===== config.mk =====
export PLATFORM = sky130hd
export DESIGN_NAME = pgwalk_top
export DESIGN_NICKNAME = d
export VERILOG_FILES = /design/src/rtl/pgwalk_pkg.sv /design/src/rtl/pgwalk_base.sv /design/src/rtl/pgwalk_pte_chk.sv /design/src/rtl/pgwalk_fsm.sv /design/src/rtl/pgwalk_top.sv
export SDC_FILE = /design/constraint.sdc
export NUM_CORES = 1
export LEC_CHECK = 0
export ABC_AREA = 1
export BUFFER_PORTS_ARGS = -buffer_cell sky130_fd_sc_hd__buf_2
export CAP_MARGIN = 20
export CORE_UTILIZATION = 51
export DETAILED_ROUTE_END_ITERATION = 10
export MAX_ROUTING_LAYER = met4
export PLACE_DENSITY = 0.92
export SLEW_MARGIN = 20
export SYNTH_ARGS = -nofsm -noshare
export SYNTH_HDL_FRONTEND = slang
export SYNTH_SLANG_ARGS = --single-unit

===== constraint.sdc =====
create_clock -name clk -period 2 [get_ports clk]
set_input_delay 0.3 -clock clk [delete_from_list [all_inputs] [get_ports clk]]
set_output_delay 0.3 -clock clk [all_outputs]
set_load 0.01 [all_outputs]

===== src/rtl/pgwalk_pkg.sv =====
package pgwalk_pkg;

  typedef enum logic [1:0] {
    ACC_RD  = 2'd0,
    ACC_WR  = 2'd1,
    ACC_EX  = 2'd2,
    ACC_RSV = 2'd3
  } acc_e;

  typedef enum logic [1:0] {
    FLT_NONE = 2'd0,
    FLT_SEG  = 2'd1,
    FLT_PROT = 2'd2
  } flt_e;

  // one-hot state bit positions
  localparam int ST_N    = 7;
  localparam int S_IDLE  = 0;
  localparam int S_REQ   = 1;
  localparam int S_WAIT  = 2;
  localparam int S_CHECK = 3;
  localparam int S_FILL  = 4;
  localparam int S_DONE  = 5;
  localparam int S_FAULT = 6;

  // entry flag positions
  localparam int PTE_V     = 0;
  localparam int PTE_R     = 1;
  localparam int PTE_W     = 2;
  localparam int PTE_X     = 3;
  localparam int FLAG_W    = 4;
  localparam int PERM_W    = 3;

endpackage


===== src/rtl/pgwalk_base.sv =====
module pgwalk_base #(
  parameter int ADDR_W    = 32,
  parameter int VPN_W     = 20,
  parameter int PTE_BYTES = 4,
  parameter logic [ADDR_W-1:0] BASE_RST = '0
) (
  input  logic              clk,
  input  logic              rst,
  input  logic              cfg_we,
  input  logic [ADDR_W-1:0] cfg_base,
  input  logic [VPN_W-1:0]  vpn,
  output logic [ADDR_W-1:0] pte_addr
);
  localparam int SHIFT  = $clog2(PTE_BYTES);
  localparam bit IS_POW2 = ((1 << SHIFT) == PTE_BYTES);

  logic [ADDR_W-1:0] base_q;
  logic [ADDR_W-1:0] offset;

  always_ff @(posedge clk) begin
    if (rst)         base_q <= BASE_RST;
    else if (cfg_we) base_q <= cfg_base;
  end

  generate
    if (IS_POW2) begin : g_shift
      assign offset = ADDR_W'(vpn) << SHIFT;
    end else begin : g_mul
      assign offset = ADDR_W'(vpn) * ADDR_W'(PTE_BYTES);
    end
  endgenerate

  assign pte_addr = base_q + offset;

endmodule


===== src/rtl/pgwalk_pte_chk.sv =====
module pgwalk_pte_chk
  import pgwalk_pkg::*;
(
  input  logic [FLAG_W-1:0] flags,
  input  logic [1:0]        acc,
  output logic              present,
  output logic              allowed,
  output logic [PERM_W-1:0] perm
);
  assign present = flags[PTE_V];
  assign perm    = {flags[PTE_X], flags[PTE_W], flags[PTE_R]};

  always_comb begin
    case (acc)
      ACC_RD:  allowed = flags[PTE_R];
      ACC_WR:  allowed = flags[PTE_W];
      ACC_EX:  allowed = flags[PTE_X];
      default: allowed = 1'b0;
    endcase
  end

endmodule


===== src/rtl/pgwalk_fsm.sv =====
module pgwalk_fsm
  import pgwalk_pkg::*;
(
  input  logic            clk,
  input  logic            rst,
  input  logic            miss_fire,
  input  logic            req_ready,
  input  logic            rsp_valid,
  input  logic            present,
  input  logic            allowed,
  input  logic            fault_ack,
  output logic [ST_N-1:0] st
);
  logic [ST_N-1:0] nxt;

  always_comb begin
    nxt = '0;
    if (st[S_IDLE])  nxt[miss_fire ? S_REQ  : S_IDLE]  = 1'b1;
    if (st[S_REQ])   nxt[req_ready ? S_WAIT : S_REQ]   = 1'b1;
    if (st[S_WAIT])  nxt[rsp_valid ? S_CHECK : S_WAIT] = 1'b1;
    if (st[S_CHECK]) nxt[(present && allowed) ? S_FILL : S_FAULT] = 1'b1;
    if (st[S_FILL])  nxt[S_DONE] = 1'b1;
    if (st[S_DONE])  nxt[S_IDLE] = 1'b1;
    if (st[S_FAULT]) nxt[fault_ack ? S_IDLE : S_FAULT] = 1'b1;
  end

  always_ff @(posedge clk) begin
    if (rst) st <= ST_N'(1) << S_IDLE;
    else     st <= nxt;
  end

endmodule


===== src/rtl/pgwalk_top.sv =====
module pgwalk_top
  import pgwalk_pkg::*;
#(
  parameter int ADDR_W    = 32,
  parameter int DATA_W    = 32,
  parameter int VPN_W     = 20,
  parameter int ASID_W    = 8,
  parameter int PTE_BYTES = 4,
  parameter logic [ADDR_W-1:0] BASE_RST = '0
) (
  input  logic                     clk,
  input  logic                     rst,
  input  logic                     cfg_we,
  input  logic [ADDR_W-1:0]        cfg_base,
  input  logic                     miss_valid,
  output logic                     miss_ready,
  input  logic [VPN_W-1:0]         miss_vpn,
  input  logic [1:0]               miss_acc,
  input  logic [ASID_W-1:0]        miss_asid,
  output logic                     busy,
  output logic                     mem_req_valid,
  input  logic                     mem_req_ready,
  output logic [ADDR_W-1:0]        mem_req_addr,
  input  logic                     mem_rsp_valid,
  output logic                     mem_rsp_ready,
  input  logic [DATA_W-1:0]        mem_rsp_data,
  output logic                     fill_valid,
  output logic [VPN_W-1:0]         fill_vpn,
  output logic [DATA_W-FLAG_W-1:0] fill_pfn,
  output logic [PERM_W-1:0]        fill_perm,
  output logic [ASID_W-1:0]        fill_asid,
  output logic                     retry,
  output logic                     fault_valid,
  output logic [1:0]               fault_code,
  output logic [VPN_W-1:0]         fault_vpn,
  input  logic                     fault_ack
);
  localparam int PFN_W = DATA_W - FLAG_W;

  logic [ST_N-1:0]   st;
  logic              miss_fire;
  logic [ADDR_W-1:0] addr_nxt;
  logic [ADDR_W-1:0] addr_q;
  logic [VPN_W-1:0]  vpn_q;
  logic [1:0]        acc_q;
  logic [ASID_W-1:0] asid_q;
  logic [PFN_W-1:0]  pfn_q;
  logic [FLAG_W-1:0] flg_q;
  logic [1:0]        code_q;
  logic              present;
  logic              allowed;
  logic [PERM_W-1:0] perm;

  assign miss_fire = miss_valid && st[S_IDLE];

  pgwalk_base #(
    .ADDR_W(ADDR_W), .VPN_W(VPN_W), .PTE_BYTES(PTE_BYTES), .BASE_RST(BASE_RST)
  ) u_base (
    .clk(clk), .rst(rst), .cfg_we(cfg_we), .cfg_base(cfg_base),
    .vpn(miss_vpn), .pte_addr(addr_nxt)
  );

  always_ff @(posedge clk) begin
    if (rst) begin
      addr_q <= '0;
      vpn_q  <= '0;
      acc_q  <= '0;
      asid_q <= '0;
      pfn_q  <= '0;
      flg_q  <= '0;
      code_q <= FLT_NONE;
    end else begin
      if (miss_fire) begin
        addr_q <= addr_nxt;
        vpn_q  <= miss_vpn;
        acc_q  <= miss_acc;
        asid_q <= miss_asid;
      end
      if (st[S_WAIT] && mem_rsp_valid) begin
        pfn_q <= mem_rsp_data[DATA_W-1:FLAG_W];
        flg_q <= mem_rsp_data[FLAG_W-1:0];
      end
      if (st[S_CHECK]) begin
        if (!present)      code_q <= FLT_SEG;
        else if (!allowed) code_q <= FLT_PROT;
        else               code_q <= FLT_NONE;
      end
    end
  end

  pgwalk_pte_chk u_chk (
    .flags(flg_q), .acc(acc_q),
    .present(present), .allowed(allowed), .perm(perm)
  );

  pgwalk_fsm u_fsm (
    .clk(clk), .rst(rst), .miss_fire(miss_fire),
    .req_ready(mem_req_ready), .rsp_valid(mem_rsp_valid),
    .present(present), .allowed(allowed), .fault_ack(fault_ack),
    .st(st)
  );

  assign miss_ready    = st[S_IDLE];
  assign busy          = ~st[S_IDLE];
  assign mem_req_valid = st[S_REQ];
  assign mem_req_addr  = addr_q;
  assign mem_rsp_ready = st[S_WAIT];
  assign fill_valid    = st[S_FILL];
  assign fill_vpn      = vpn_q;
  assign fill_pfn      = pfn_q;
  assign fill_perm     = perm;
  assign fill_asid     = asid_q;
  assign retry         = st[S_DONE];
  assign fault_valid   = st[S_FAULT];
  assign fault_code    = code_q;
  assign fault_vpn     = vpn_q;

endmodule


# After elaboration in Yosys (flattened, before gate mapping)
# Cells that the tools add are included.
# op_classes
add_sub_neg	1
order_cmp	10
eq_ne	2
muxes	25
n_bitwise	5
n_reduce_logical	9
# ops
operator	n
$ge 32x1->1 const B	5
$lt 32x5->1 const B	5
$mux 7	5
$add 32x22->32	1
$or 7x7->7	4
$demux 1 s3	5
$mux 1	9
$logic_and 1x1->1	8
$mux 2	4
$mux 3	1
$pmux 1 s3	1
$eq 2x1->1 const B	1
$eq 2x2->1 const B	1
$logic_not 2->1	1
$not 1->1	1
# word_totals
reg_bits	135
in_bits	101
out_inout_bits	120
word_cells	61

# Longest topological paths before layout
# Gate-level depths: netlist (run 1).
# logic_depth
ltp_word	16
ltp_mapped	14
mapped_depth_nobuf	14

# Modules after synthesis
# A second synthesis (run 1) with hierarchy kept.
# hier_totals
cells_unflattened	1130
hier_area_um2	7303.3
# modules_own_cells
module	n_inst	cells_per_inst	area_per_inst_um2	seq_area_each_um2
pgwalk_top	1	570	3980.1	1921.8
pgwalk_base	1	519	3021.6	640.6
pgwalk_fsm	1	31	244.0	140.1
pgwalk_pte_chk	1	10	57.6	0.0

# Least setup slack after synthesis (run 1)
# OpenSTA, ideal clock, no wires.
# synth_timing
kind	reg-to-reg
start	register u_base.base_q[2]
end	register addr_q[18], in the netlist mem_req_addr[18]
setup_ps	109
arrival_ps	1708
required_time_ps	1891
setup_slack_ps	183
path_stages_with_launch	15
n_path_buf	0
synth_period_minus_slack_ps	1817
cell_sequence	dfxtp_1 > ha_1 > inv_1 > fa_1 > inv_1 > nand3_1 > nand3_1 > nand2_1 > nand2_1 > nand2_1 > nand2_1 > xnor2_1 > nand2_1 > nand2_1 > inv_1
# synth_between
elab_chain_len	1
# synth_rtl
item	line	source
start, declared	pgwalk_base.sv:17	logic [ADDR_W-1:0] base_q;
start signal, assigned	pgwalk_base.sv:22	else if (cfg_we) base_q <= cfg_base;
$add 32x22->32	pgwalk_base.sv:33	assign pte_addr = base_q + offset;
end signal, assigned	pgwalk_top.sv:74	addr_q <= addr_nxt;
end, declared	pgwalk_top.sv:43	logic [ADDR_W-1:0] addr_q;
# Every way passes these cells.
# A chain may end at the register's enable or synchronous reset.

# Final worst setup path (run 1)
# layout_timing
start	register u_base.base_q[2]
end	register addr_q[20], in the netlist mem_req_addr[20]
# The elaborated chain is that of the path after synthesis.

==> results.cfg, run 1 <==
[run_status]
outcome = completed

[route]
wl_per_cell_um = 13.4
drt-initial-drc-count = 374
totalWireLength_um = 18700
route.met3.wl_um = 1080
ant_nets = 0
drc = 0
drt-met1-wl_um = 8160
firstDrtPassIters = 5
dr.max_layer_used = met4
wl_met2_um = 9130
num_vias = 6942
vias_per_cell = 4.96

[clock_tree]
cts_buffers = 17
hold_buffers = 0
clkSinkCount = 135
htreeDepth = 4
clk_latency_ns = 0.42
clockRootBuffer = clkbuf_16
cts_buffer_depth = 2
clkTransAtPathRegs_ns = 0.06
cts_tree = built

[timing]
hold_viol_final = 0
max_freq_mhz = 532
finClkSkew_ns = 0.00974
maxSlewHeadroom_pct = 43.7
finalCritPeriodShare_pct = 94.0
setup-tns-final_ns = 0
slew_viol_final = 0
worstMarginPinSlew_ns = 0.844
period_needed_ns = 1.88
setup_viol = 0

[synthesis]
yosysWarnings = 0
syn_avg_cell_area_sq_um = 6.67
async_reset_ff_share_pct = 0
yosysSeqAreaShare_pct = 39.9
synth_nets = 1138
syn_inst = 1016
synth-edff-count = 0
ys_seq_elements = 135
synth_ff_type = dfxtp_1
synthDistinctLibCells = 34
synth_top_area_share_pct = 39.9
yosys.area.top_type = dfxtp_1
synthTopCellsByArea = dfxtp_1, nor2_1, nand2_1, o21ai_0, inv_1
synth_common_cells = nor2_1, nand2_1, dfxtp_1
syn_area_sq_um = 6780
yosysMostFrequentCell = nor2_1

[critical_path]
slowest_delay_ns = 0.35
crit_slowest_cell = dfxtp_1
end_kind = flop
cp-start-kind = flop
arrival_ns = 2.18
worst_r2r_endpoint = mem_req_addr[20]$_SDFFE_PP0P_
r2r_cells = 12
path_delay_family = adder cells
cp.required_ns = 2.30
ff2ff_setup_slack_ns = 0.12
crit_chain = ha_2 > inv_1 > fa_2 > inv_2 > buf_4 > nand3_1 > nand3_2 > a21oi_1 > nand2_1 > nand2_1 > nor2_1 > nor2_1
setup.worst_path.class = reg2reg
crit_fanout = 3
timing.rr.start = u_base.base_q[2]$_SDFFE_PP0P_
critPathBufInv = 3

[die]
initial_utilization_pct = 53.1
die_area_sq_um = 13800
die_w_um = 117
design.core.area_sq_um = 12800
ioPinCount = 221
fp-row-count = 41
fp.dieH_um = 117

[global_route]
grt_antenna_before_repair = 0
grt_start_max_net_pins = 106
track_usage_pct = 29.1
grt_pass1_vias = 6436
grt_pass1_wl_um = 29800
grt-ovfl-total = 0

[placement]
gp_congestion = 0.924
dpl.hpwl_um = 13900
port_buffers = 220

[pwr]
vdd_drop_max_uv = 706
power_density_nw_per_um2 = 874
p_leak_nw = 4.60

[finish]
nNetsFinal = 1337
fin_util_pct = 67.3
diodes = 0
fillers = 1089
syn2layout_area_growth_pct = 26.9
drive_gt1_share_pct = 25.3

[worst_hold_path]
holdPathEnd = u_base.base_q[0]$_SDFFE_PP0P_
min-delay-start = cfg_base[0]
hold_class = in2reg
whs_path_depth = 3

[run]
drv_cap = 0
-- worst min-delay path, delay by kind of cell --
family,cells,cell delay (ns)
AND/OR/NAND/NOR,2,0.11
buffers and inverters,1,0.07
-- cell usage in the layout, fill, tap and decap left out, drive strengths merged --
cell type,instances
buf,238
nor2,257
o21bai,1
clkinvlp,2
a21oi,34
nand4,8
inv,128
nand2,182
xnor2,1
o21ai,116
nor3,9
a32o,1
bufinv,3
and2,2
a21o,1
o211ai,1
clkbuf,19
clkinv,4
xor2,10
dfxtp,135
nand3,54
nand2b,1
fa,1
ha,20
-- through the flow --
step | worst slack, ns | std cells | power, mW | instance area [sq um] | hold WS [ns]
floorplan | 0.183 | 1016 | 3.82 | 6780 | 0.431
finish | 0.120 | 1400 | 7.51 | 8600 | 0.108
CTS | 0.0240 | 1399 | 7.53 | 8580 | 0.0977
detailed placement | -0.113 | 1367 | 4.28 | 7950 | 0.419
global placement | -0.0318 | 1367 | 4.25 | 7950 | 0.412
global route | -0.0106 | 1400 | 7.84 | 8600 | 0.104
-- cell families (layout without fill, tap and decap cells) --
group           after synthesis  count (layout)  synth area share (%)
flops                       135             135                  39.9
compound gates              154             154                  11.7
fa+ha+maj                    21              21                  3.99
xor+xnor                     11              11                  1.42
buf+inv                     182             394                  11.4
simple gates                513             513                  31.6
-- report_power, final --
group          total [mW]  switching (mW)  internal, mW  leakage (nW)
Clock                3.27            1.23          2.04         0.301
Sequential           2.97           0.106          2.87          1.11
Combinational        1.27           0.780         0.493          3.19
Total                7.51            2.11          5.40          4.60
-- routing by layer --
layer	vias to the layer above	global-route usage, %
li1	3552	-
met1	3122	34.2
met2	236	49.7
met3	32	5.46
met4	0	10.4
met5	-	-
-- registers in the layout (all words and copies together) (netlist names) --
signal and count:
u_base.base_q 32, fault_vpn 20, mem_req_addr 32, fill_asid 8
fill_pfn 28, fault_code 2, acc_q 2, flg_q 4
u_fsm.st 7
-- layout make-up --
| class | instances | area [sq um] | share of cell area [%] |
|---|---|---|---|
| Clock buffer | 19 | 453 | 5.27 |
| Clock inverter | 13 | 168 | 1.95 |
| Inverter | 124 | 465 | 5.41 |
| Multi-Input combinational cell | 699 | 3320 | 38.6 |
| Sequential cell | 135 | 2700 | 31.4 |
| Tap cell | 172 | 215 | 2.50 |
| Timing Repair Buffer | 238 | 1270 | 14.8 |
-- worst max-delay path by stage --
stage                                          endpoint  cells past startpoint  slack, ns                     startpoint
after floorplan           mem_req_addr[18]$_SDFFE_PP0P_                     14       0.18  u_base.base_q[2]$_SDFFE_PP0P_
after global placement    mem_req_addr[22]$_SDFFE_PP0P_                     14      -0.03                    miss_vpn[0]
after detailed placement  mem_req_addr[22]$_SDFFE_PP0P_                     14      -0.11                    miss_vpn[0]
after CTS                 mem_req_addr[22]$_SDFFE_PP0P_                     13       0.02  u_base.base_q[2]$_SDFFE_PP0P_
after global routing      mem_req_addr[18]$_SDFFE_PP0P_                     14      -0.01  u_base.base_q[2]$_SDFFE_PP0P_
final                     mem_req_addr[20]$_SDFFE_PP0P_                     12       0.12  u_base.base_q[2]$_SDFFE_PP0P_
-- timing repair --
action / in CTS / in global routing
buffers inserted: 0 / 1
pin swaps: 0 / 1
gates resized for setup: 1 / 6
gates cloned: 0 / 0
setup endpoints to repair: 2 / 8
No activity file was read; power rests on OpenSTA's default activity.
==> inputs of run 2 (changes only) <==
Settings changed: PLACE_DENSITY 0.92 to 0.78.
==> results.cfg, run 2 (synthesis gave the netlist of run 1 again) <==
[critical_path]
cp-start-kind = flop
cp.required_ns = 2.32
crit_fanout = 4
setup.worst_path.class = reg2reg
end_kind = flop
arrival_ns = 2.17

[timing]
hold_viol_final = 0
setup_viol = 0
period_needed_ns = 1.85
max_freq_mhz = 539
finalCritPeriodShare_pct = 92.7
whs_ns = 0.0944
finClkSkew_ns = 0.0102
worstMarginPinSlew_ns = 0.860
maxSlewHeadroom_pct = 42.6
timing.final.ws_setup_ns = 0.145
slew_viol_final = 0
rsz0062_at_grt = false

[route]
firstDrtPassIters = 4
drc = 0
num_vias = 6789
totalWireLength_um = 18400
ant_nets = 0
vias_per_cell = 4.86
drt-initial-drc-count = 311
wl_per_cell_um = 13.2

[die]
ioPinCount = 221
fp.dieH_um = 117
die_w_um = 117
fp-row-count = 41
initial_utilization_pct = 53.1
die_area_sq_um = 13800
design.core.area_sq_um = 12800

[placement]
dp_slack_ns = -0.117
port_buffers = 220
gp_congestion = 0.929
dp.cells = 1365
dpl.hpwl_um = 13600

[clock_tree]
clk_latency_ns = 0.42
cts_tree = built
clockRootBuffer = clkbuf_16
cts_buffer_depth = 2
htreeDepth = 4
clkTransAtPathRegs_ns = 0.06
clkSinkCount = 135
cts_buffers = 17
hold_buffers = 0

[run_status]
outcome = completed

[pwr]
power_density_nw_per_um2 = 847
vdd_drop_max_uv = 666
power_mw = 7.21
p_leak_nw = 4.56

[finish]
final_common_cell = nor2_1
syn2layout_area_growth_pct = 25.7
diodes = 0
fin_util_pct = 66.7
seq_area_sq_um = 2700
final_cells = 1398
multi_input_area_sq_um = 3320
final_cell_mix = nor2_1, buf_2, nand2_1, dfxtp_1, inv_1
drive_gt1_share_pct = 25.0
nNetsFinal = 1335
fillers = 1212

[run]
drv_cap = 0

[global_route]
grt-ovfl-total = 0
grt_start_max_net_pins = 104
grt_pass1_wl_um = 29400
track_usage_pct = 28.9
grt_pass1_vias = 6384
grt_antenna_before_repair = 0

[worst_hold_path]
hold_class = in2reg
-- run 2: final timing paths --
path	from	depth (start not counted)	to	slack, ns
min reg2reg	u_fsm.st[4]$_SDFF_PP0_	2	u_fsm.st[5]$_SDFF_PP0_	0.42
max	u_base.base_q[2]$_SDFFE_PP0P_	13	mem_req_addr[22]$_SDFFE_PP0P_	0.15
max reg2reg	u_base.base_q[2]$_SDFFE_PP0P_	13	mem_req_addr[22]$_SDFFE_PP0P_	0.15
min	cfg_base[0]	3	u_base.base_q[0]$_SDFFE_PP0P_	0.09
-- run 2: per-stage QoR --
step	TNS, ns	cell area (sq um)
after floorplan	0	6780
after global placement	-0.153	7920
after detailed placement	-0.312	7920
after CTS	0	8500
after global routing	0	8520
final	0	8520
-- run 2: metal layers --
metal	GRT usage, %	vias up	routed length (um)
li1	-	3543	-
met1	34.2	3018	8260
met2	48.5	207	8890
met3	6.80	21	1020
met4	8.86	0	272
met5	-	-	0
-- run 2: critical path: stages, from the launching register on --
cell and delay, ns:
dfxtp_2 0.33, ha_2 0.17, inv_1 0.06, fa_2 0.35
inv_1 0.09, nand3_1 0.08, nand3_2 0.12, nand3_1 0.10
nand3_2 0.10, nand2_1 0.08, nand3_1 0.07, nand3_1 0.08
nand2_1 0.08, inv_1 0.03
-- run 2: final cells by class --
| cell class | instances | share of cell area, % |
|---|---|---|
| tap | 172 | 2.53 |
| clock inverter | 10 | 1.10 |
| inverter | 124 | 5.46 |
| clock buffer | 22 | 5.57 |
| timing repair buffer | 236 | 14.6 |
| sequential | 135 | 31.7 |
| multi-input combinational | 699 | 39.0 |
-- run 2: what timing repair did --
| item | CTS | global route |
|---|---|---|
| gates cloned | 0 | 0 |
| buffers inserted | 0 | 1 |
| resized for setup | 1 | 7 |
| setup endpoints to repair | 2 | 8 |
-- run 2: report_power, final --
| group | internal, mW | switching (mW) | total, mW | leakage, nW |
|---|---|---|---|---|
| Combinational | 0.486 | 0.765 | 1.25 | 3.18 |
| Sequential | 2.87 | 0.103 | 2.97 | 1.11 |
| Clock | 1.81 | 1.18 | 2.99 | 0.273 |
| Total | 5.16 | 2.05 | 7.21 | 4.56 |
